**config.mk**
```make
export PLATFORM = sky130hd
export DESIGN_NAME = usb_irq_unit
export DESIGN_NICKNAME = d
export VERILOG_FILES = /design/src/rtl/usb_irq_unit.sv
export SDC_FILE = /design/constraint.sdc
export NUM_CORES = 1
export LEC_CHECK = 0
export ABC_AREA = 1
export BUFFER_PORTS_ARGS = -buffer_cell sky130_fd_sc_hd__buf_2
export CAP_MARGIN = 5
export CORE_MARGIN = 3
export CORE_UTILIZATION = 43
export DETAILED_ROUTE_END_ITERATION = 8
export PLACE_DENSITY = 0.84
export SKIP_CTS_REPAIR_TIMING = 1
export SLEW_MARGIN = 40
export SYNTH_ARGS = -nofsm -noshare
export SYNTH_HDL_FRONTEND = slang
export SYNTH_SLANG_ARGS = --single-unit
```
**constraint.sdc**
```tcl
create_clock -name clk -period 2.16 [get_ports clk]
set_input_delay 0.216 -clock clk [delete_from_list [all_inputs] [get_ports clk]]
set_output_delay 0.216 -clock clk [all_outputs]
set_load 0.01 [all_outputs]
```
**src/rtl/usb_irq_unit.sv**
```systemverilog
module usb_irq_unit #(
  parameter int NEP = 8
) (
  input  logic           clk,
  input  logic           rst_n,
  input  logic           wr_en,
  input  logic           wr_sel,
  input  logic [15:0]    wr_data,
  input  logic [6:0]     evt_pulse,
  input  logic [NEP-1:0] ep_rx_done,
  input  logic [NEP-1:0] ep_tx_done,
  output logic [15:0]    stat_rd,
  output logic [15:0]    ctrl_rd,
  output logic           irq
);
  localparam int IDW = 4;
  localparam logic [12:0] CTRL_RST = 13'h0003;

  logic [6:0]     flags;
  logic [12:0]    ctrl;
  logic [NEP-1:0] ep_any;
  logic [IDW-1:0] ep_id;
  logic           ep_dir;

  assign ep_any = ep_rx_done | ep_tx_done;

  always_ff @(posedge clk) begin
    if (!rst_n) begin
      flags <= '0;
      ctrl  <= CTRL_RST;
    end else begin
      if (wr_en && !wr_sel) flags <= (flags & wr_data[14:8]) | evt_pulse;
      else                  flags <= flags | evt_pulse;
      if (wr_en && wr_sel)  ctrl  <= {wr_data[15:8], wr_data[4:0]};
    end
  end

  always_comb begin
    ep_id  = '0;
    ep_dir = 1'b0;
    for (int i = NEP - 1; i >= 0; i--) begin
      if (ep_any[i]) begin
        ep_id  = IDW'(i);
        ep_dir = ep_rx_done[i];
      end
    end
  end

  assign stat_rd = {|ep_any, flags, 3'b000, ep_dir, ep_id};
  assign ctrl_rd = {ctrl[12:5], 3'b000, ctrl[4:0]};
  assign irq     = |(stat_rd[15:8] & ctrl_rd[15:8]);
endmodule


```
==> run summary, run 1 <==
Post-synth top cells -> nand2_1, nor2_1, dfxtp_1, inv_1, o21ai_0
gr ovfl total -> 0
RSZ-0062 raised after global routing -> no
drt drc -> 0
WP data required -> 1.94 ns
initial antenna violation count -> 0
number of diodes -> 0
Mapped Area -> 1050 um^2
#FFs+latches synth -> 20
Final setup viols -> 0
vias in the first global route -> 1059
via count -> 1126
Layout Skew -> 0 ns
Worst-path clk slew -> 0.11 ns
Slew Viols, Final -> 0
core area -> 2280 um^2
Comb power frac -> 0.228
Clk pwr share -> 0.263
final RePlAce weighted congestion -> 0.831
Yosys top cell by area -> dfxtp_1
Core Rows -> 17
Sequential Power Share -> 0.509
Synth Warn # -> 0
EDFF count, synth -> 0
total power after layout -> 808 uW
clock buffer depth -> 2
share of the synthesized area in the top cell type -> 0.380
post-synthesis mux area share -> 0
first-pass GRT wire length -> 4420 um
Root Driver -> clkbuf_4
wire per inst -> 10.2 um
Post-Synth Simple-Gate Area -> 0.319
Pint -> 577 uW
share of layout cells above drive strength 1 -> 0.359
TNS Setup -> 0 ns
clk sinks -> 20
sequential share of the synthesized area -> 0.380
Cell Area, Placed -> 1360 um^2
Post-Syn Instances -> 153
H-tree depth -> 1
Core Util, Final -> 0.615
Compound-Gate Fraction of Synth Area -> 0.149
1st-pass router iterations -> 4
P per Cell Area -> 577 nW/um^2
synth unique cells -> 21
Final min period -> 1.54 ns
Worst Setup Path Type -> reg2out
sw frac -> 0.286
DP Wirelength -> 2040 um
GRT Overall Usage -> 0.173
count leader, synth -> nand2_1
Ports -> 76
Hold/Removal Path Class -> in2reg
max capacitance violation total -> 0
Setup crit start kind -> flip-flop
TritonCTS clock tree -> built
Main synth FF type -> dfxtp_1
Critical Path AT -> 1.32 ns
CP Max Fanout -> 3
CP endpoint kind -> output port
maximum VDD drop -> 429 uV
post-synthesis xor/xnor area fraction -> 0
Static Leak -> 0.000784 uW
combinational family with the most area after synthesis -> simple AND/OR/NAND/NOR gates
crit share post-route -> 0.713
Die X -> 55.5 um
P&R area growth vs syn -> 32.7%
final hold violations -> 0
design area -> 1400 um^2
highest clock rate -> 0.649 GHz
cts bufs inserted -> 3
1st-iter DRT viols -> 29
DRT antenna net count -> 0
Die Area -> 3080 um^2
synthesized-area fraction occupied by adder cells -> 0
IO Port Bufs -> 65
Initial Util -> 0.463
vias per cell -> 4.60
switching power -> 231 uW
pin count of the biggest net entering global routing -> 15
Skew-Pair Late Insertion Delay -> 0.29 ns
Die Y -> 55.5 um
final net count -> 261
syn avg cell area -> 6.89 um^2
synth top area cells -> dfxtp_1, nand2_1, nor2_1
final wirelength -> 2500 um
Async SR Flop Fraction -> 0
status -> complete, no violations
-- kinds of logic after synthesis --
kind of cell / count (synthesis)
AO/OA/AOI/OAI: 30
AND/OR/NAND/NOR: 69
other: 1
flip-flops: 20
buffers and inverters: 33
-- cells in the final DEF (no fill, tap or decap), drive strengths merged --
cell	n
inv	22
clkbuf	4
nand2	31
conb	7
nor3	2
a21boi	1
o21ai	19
nor2	31
buf	65
a221oi	1
nand3	4
a21oi	8
a31oi	1
nand4	1
dfxtp	20
-- final timing paths --
path,start,cells after the start,end,slack (ns)
worst min-delay path,wr_data[1],3,ctrl[1],0.11
worst max-delay path,flags[4],5,irq,0.62
worst min register to register,ctrl[1],2,ctrl[1],0.49
worst max register to register,flags[5],2,flags[5],1.50
-- layer usage --
layer | up-vias | global-route usage | part of all wire
li1 | 590 | - | -
met1 | 485 | 0.215 | 0.40
met2 | 49 | 0.285 | 0.48
met3 | 2 | 0.0514 | 0.11
met4 | 0 | 0.0521 | 0.0028
met5 | - | 0 | 0
-- worst max-delay path: stages (launching register included) --
cell and delay, ns:
dfxtp_1 0.34, nand2_1 0.07, nand4_1 0.11, a221oi_1 0.25
nand3_1 0.10, buf_2 0.16
-- registers in the layout, summed over array words and instances (netlist names) --
name   count
flags      7
ctrl      13
-- metrics by stage --
step	hold WS [ns]	instances	setup slack (ns)
2_1_floorplan	0.329	159	1.00
3_3_place_gp	0.419	241	0.814
3_5_place_dp	0.427	241	0.813
4_1_cts	0.111	245	0.618
5_1_grt	0.116	245	0.544
6_report	0.113	245	0.620
-- power by group through the flow --
stage,clock network [uW],logic [uW],registers (uW)
floorplan,0,94.7,430
global route,231,211,415
CTS,218,186,411
global placement,0,184,418
detailed placement,0,186,420
finish,213,184,411
-- cell type report --
class | count | area, um^2
Fill cell | 222 | 876
Sequential cell | 20 | 400
Clock buffer | 4 | 36.3
Inverter | 22 | 82.6
Multi-Input combinational cell | 106 | 520
Timing Repair Buffer | 65 | 325
Tap cell | 28 | 35.0
No activity file was read; power rests on OpenSTA's default activity.
==> inputs of run 2 (changes only) <==
--- a/config.mk
+++ b/config.mk
@@ -8,10 +8,11 @@
 export ABC_AREA = 1
 export BUFFER_PORTS_ARGS = -buffer_cell sky130_fd_sc_hd__buf_2
 export CAP_MARGIN = 5
+export CORE_ASPECT_RATIO = 2
 export CORE_MARGIN = 3
-export CORE_UTILIZATION = 43
+export CORE_UTILIZATION = 36
 export DETAILED_ROUTE_END_ITERATION = 8
-export PLACE_DENSITY = 0.84
+export PLACE_DENSITY = 0.75
 export SKIP_CTS_REPAIR_TIMING = 1
 export SLEW_MARGIN = 40
 export SYNTH_ARGS = -nofsm -noshare
==> constraint.sdc (replaced) <==
create_clock -name clk -period 1.35 [get_ports clk]
set_input_delay 0.135 -clock clk [delete_from_list [all_inputs] [get_ports clk]]
set_output_delay 0.135 -clock clk [all_outputs]
set_load 0.01 [all_outputs]
==> run 2 against run 1 <==
Compared with the run above: clock power is 110% higher; sequential power is 61% higher; global-route usage is 2.2 points lower; via count is 1.2% higher; non-clock buffer count is 3 higher; die area is 19% higher; sequential cell count stayed put; total power is 76% higher; hold slack worse by 0.032 ns; critical path depth stayed put; register-to-register slack worse by 0.85 ns; largest cell class unchanged.
==> run summary, run 2 (synthesis gave the netlist of run 1 again) <==
status -> complete, no violations
WP data required -> 1.22 ns
drt drc -> 0
post-layout worst setup margin -> 0.0398 ns
Die Y -> 82.6 um
Comb power frac -> 0.217
maximum VDD drop -> 781 uV
pin count of the biggest net entering global routing -> 15
final net count -> 264
H-tree depth -> 1
Slowest-stage cell, CP -> dfxtp_2
DRT antenna net count -> 0
vias in the first global route -> 1093
Core Rows -> 27
sw frac -> 0.272
core area -> 2770 um^2
number of diodes -> 0
Top reg by flops -> ctrl
first-pass GRT wire length -> 4290 um
Skew-Pair Late Insertion Delay -> 0.25 ns
hold slack -> 0.0818 ns
vias per cell -> 4.57
Worst Setup Path Type -> reg2out
total stage count of the critical path -> 5
Top Registers -> ctrl: 13 flops, flags: 7 flops
Layout Skew -> 0 ns
DP Wirelength -> 2070 um
clk sinks -> 20
1st-iter DRT viols -> 12
cts bufs inserted -> 3
Ports -> 76
switching power -> 386 uW
Reg-to-Reg End -> ctrl[5]
1st-pass router iterations -> 2
CP endpoint kind -> output port
GRT Overall Usage -> 0.151
Setup crit start kind -> flip-flop
Final min period -> 1.31 ns
max capacitance violation total -> 0
Hold Path End -> ctrl[1]
CP top delay family -> flip-flops
R2R Setup Slk -> 0.65 ns
cell breakdown of the critical path -> nand2_2 -> nand4_1 -> a221oi_2 -> nand3_1 -> buf_2
Clk pwr share -> 0.316
Pint -> 1030 uW
Hold/Removal Path Class -> in2reg
Initial Util -> 0.381
Sequential Power Share -> 0.467
IO Port Bufs -> 65
crit-path max cell delay -> 0.33 ns
RR Startpoint -> ctrl[5]
R2R depth -> 3
gr ovfl total -> 0
hold path cells -> 3
CP Max Fanout -> 2
P per Cell Area -> 961 nW/um^2
P&R area growth vs syn -> 40.0%
Worst Path Buf+Inv -> 1
Largest register FFs -> 13
Root Driver -> clkbuf_8
Die Area -> 3650 um^2
share of layout cells above drive strength 1 -> 0.432
most common cell after layout, fill and taps aside -> buf_2
cell count after placement -> 243
Slew Viols, Final -> 0
Critical Path AT -> 1.18 ns
via count -> 1139
Die X -> 44.3 um
most frequent cells in the layout -> buf_2, nand2_1, nor2_1, inv_1, dfxtp_1
Placement Setup Slack -> 0.138 ns
clock buffer depth -> 2
TritonCTS clock tree -> built
highest clock rate -> 0.763 GHz
wire per inst -> 10.2 um
Layout Cells excl Fill -> 249
fill count -> 310
Final setup viols -> 0
Worst-path clk slew -> 0.07 ns
Static Leak -> 0.000816 uW
final RePlAce weighted congestion -> 0.736
total power after layout -> 1420 uW
Worst Hold Launch -> wr_data[1]
final wirelength -> 2550 um
RSZ-0062 raised after global routing -> yes
crit share post-route -> 0.971
final hold violations -> 0
initial antenna violation count -> 0
==> run 2: cell types whose count changed in the layout (fill, tap and decap cells not counted), moves of 3 or more <==
cell and delta:
dfxtp_1 -7, dfxtp_2 +7, nand2_1 -5, nand2_2 +5
buf_4 +3, clkbuf_4 -3, clkbuf_8 +3
==> run 2: layer usage <==
metal	track usage	wire [um]	vias to the layer above	part of all wire
li1	-	-	595	-
met1	0.165	943	490	0.37
met2	0.275	1330	49	0.52
met3	0.0282	228	5	0.089
met4	0.0634	44	0	0.017
met5	0	0	-	0
==> run 2: worst min-delay path: cells and delay by family <==
family / cells / cell delay [ns]
buf+inv: 1 / 0.08
simple gates: 2 / 0.10
==> run 2: worst max path at each step <==
stage | startpoint | to | slack, ns
2_1_floorplan | ep_tx_done[6] | stat_rd[4] | 0.35
3_3_place_gp | ep_tx_done[5] | stat_rd[4] | 0.14
3_5_place_dp | ep_tx_done[5] | stat_rd[4] | 0.14
4_1_cts | flags[4] | irq | -0.04
5_1_grt | ctrl[7] | irq | -0.08
6_report | ctrl[7] | irq | 0.04
==> run 2: stage by stage <==
step           setup TNS [ns]  utilization  cell area [um^2]
3_5_place_dp                0        0.495              1370
2_1_floorplan               0            -              1080
4_1_cts               -0.0443        0.515              1430
5_1_grt               -0.0768        0.533              1480
3_3_place_gp                0        0.495              1370
6_report                    0        0.533              1480
==> run 2: power groups by stage <==
stage / Clock, uW / Sequential, uW / Combinational, uW
after floorplan: 0 / 688 / 152
after global placement: 0 / 668 / 296
after detailed placement: 0 / 669 / 299
after CTS: 457 / 656 / 300
after global routing: 486 / 669 / 351
final: 448 / 662 / 308
==> run 2: area by class of cell <==
cell class	count	area (um^2)	share of cell area
Multi-Input combinational cell	106	539	0.365
Sequential cell	20	409	0.277
Timing Repair Buffer	68	354	0.240
Inverter	22	82.6	0.0559
Clock buffer	4	55.1	0.0373
Tap cell	29	36.3	0.0246
==> inputs of run 3 (changes only) <==
--- a/config.mk
+++ b/config.mk
@@ -8,11 +8,10 @@
 export ABC_AREA = 1
 export BUFFER_PORTS_ARGS = -buffer_cell sky130_fd_sc_hd__buf_2
 export CAP_MARGIN = 5
-export CORE_ASPECT_RATIO = 2
 export CORE_MARGIN = 3
-export CORE_UTILIZATION = 36
+export CORE_UTILIZATION = 43
 export DETAILED_ROUTE_END_ITERATION = 8
-export PLACE_DENSITY = 0.75
+export PLACE_DENSITY = 0.84
 export SKIP_CTS_REPAIR_TIMING = 1
 export SLEW_MARGIN = 40
 export SYNTH_ARGS = -nofsm -noshare
==> constraint.sdc (replaced) <==
create_clock -name clk -period 1.6 [get_ports clk]
set_input_delay 0.16 -clock clk [delete_from_list [all_inputs] [get_ports clk]]
set_output_delay 0.16 -clock clk [all_outputs]
set_load 0.01 [all_outputs]
==> run 3 against run 2 <==
Compared with the run above: routed wire length shrank 0.71%; non-clock buffer count shrank 2; count of clock-buffer cells in the layout shrank 1; clock power shrank 49%; sequential share of layout area grew 0.89 points; highest routed layer unchanged.
==> run summary, run 3 (synthesis gave the netlist of run 1 again) <==
Worst Path Buf+Inv -> 1
Final setup viols -> 0
wire per inst -> 10.3 um
first-pass GRT wire length -> 4620 um
WP data required -> 1.44 ns
CP Max Fanout -> 3
CP top delay family -> flip-flops
TritonCTS clock tree -> built
final RePlAce weighted congestion -> 0.826
number of diodes -> 0
status -> complete, no violations
Top Registers -> ctrl: 13 flops, flags: 7 flops
crit-path max cell delay -> 0.34 ns
Core Rows -> 17
Slowest-stage cell, CP -> dfxtp_1
DP Wirelength -> 2080 um
core area -> 2280 um^2
total stage count of the critical path -> 5
total power after layout -> 1040 uW
Critical Path AT -> 1.27 ns
Worst-path clk slew -> 0.10 ns
Most Crowded Layer GR -> met2
TNS Setup -> 0 ns
most common cell after layout, fill and taps aside -> buf_2
gr ovfl total -> 0
P per Cell Area -> 741 nW/um^2
clock buffer depth -> 2
max capacitance violation total -> 0
Root Driver -> clkbuf_4
via count -> 1144
register area -> 400 um^2
maximum VDD drop -> 618 uV
final net count -> 262
Die X -> 55.5 um
1st-pass router iterations -> 4
Layout Skew -> 0 ns
Multi-input gate area -> 527 um^2
crit share post-route -> 0.894
Top reg by flops -> ctrl
1st-iter DRT viols -> 26
Static Leak -> 0.000784 uW
share of layout cells above drive strength 1 -> 0.364
Initial Util -> 0.463
cts bufs inserted -> 3
Setup crit start kind -> flip-flop
met3 usage -> 0.0421
Die Area -> 3080 um^2
hold path cells -> 3
Slew Viols, Final -> 0
vias per cell -> 4.67
vias in the first global route -> 1085
DRT antenna net count -> 0
P&R area growth vs syn -> 32.7%
met2 Use GR -> 0.289
Worst Setup Path Type -> reg2out
Largest register FFs -> 13
most frequent cells in the layout -> buf_2, nand2_1, nor2_1, inv_1, dfxtp_1
H-tree depth -> 1
cell breakdown of the critical path -> nand2_1 -> nand4_1 -> a221oi_2 -> nand3_1 -> buf_2
IO Port Bufs -> 65
drt drc -> 0
Hold/Removal Path Class -> in2reg
Ports -> 76
Final min period -> 1.43 ns
Die Y -> 55.5 um
GRT Overall Usage -> 0.178
Skew-Pair Late Insertion Delay -> 0.29 ns
CP endpoint kind -> output port
clk sinks -> 20
initial antenna violation count -> 0
fill count -> 241
GR Util met1 -> 0.235
pin count of the biggest net entering global routing -> 15
highest clock rate -> 0.699 GHz
RSZ-0062 raised after global routing -> no
final hold violations -> 0
final wirelength -> 2530 um
R2R depth -> 2
==> run 3: changes by cell type in the layout (fill, tap and decap cells not counted), sizes merged <==
cell	delta
buf	-2
clkbuf	-1
==> run 3: power by group <==
part | total, uW | switching (uW) | internal [uW]
clock | 230 | 142 | 87.7
sequential | 555 | 22.4 | 532
combinational | 253 | 142 | 111
==> run 3: tightest hold or removal path: stages <==
cell     delay (ns)
buf_2          0.07
nand2_1        0.04
nand3_1        0.05
==> run 3: metal layers <==
layer | up-vias | wire, um
li1 | 589 | -
met1 | 496 | 1120
met2 | 54 | 1150
met3 | 5 | 234
met4 | 0 | 29
met5 | - | 0
==> run 3: area by class of cell <==
class                      instances  share of cell area
sequential                        20               0.286
timing repair buffer              66               0.238
inverter                          22              0.0590
tap                               28              0.0250
clock buffer                       3              0.0161
multi-input combinational        106               0.376
==> run 3: per-stage QoR <==
stage                     cells   util  setup slack, ns  area [um^2]  hold slack [ns]
after floorplan             159      -            0.554         1080            0.273
after global placement      242  0.603            0.365         1370            0.365
after detailed placement    242  0.603            0.356         1370            0.371
after CTS                   245  0.612           0.0830         1390           0.0618
after global routing        245  0.615           0.0579         1400           0.0592
final                       245  0.615            0.169         1400           0.0615
==> run 3: worst paths after layout <==
check | startpoint | endpoint | slack [ns]
max | flags[0] | irq | 0.17
min | wr_data[1] | ctrl[1] | 0.06
max reg2reg | flags[5] | flags[5] | 0.94
min reg2reg | ctrl[1] | ctrl[1] | 0.48
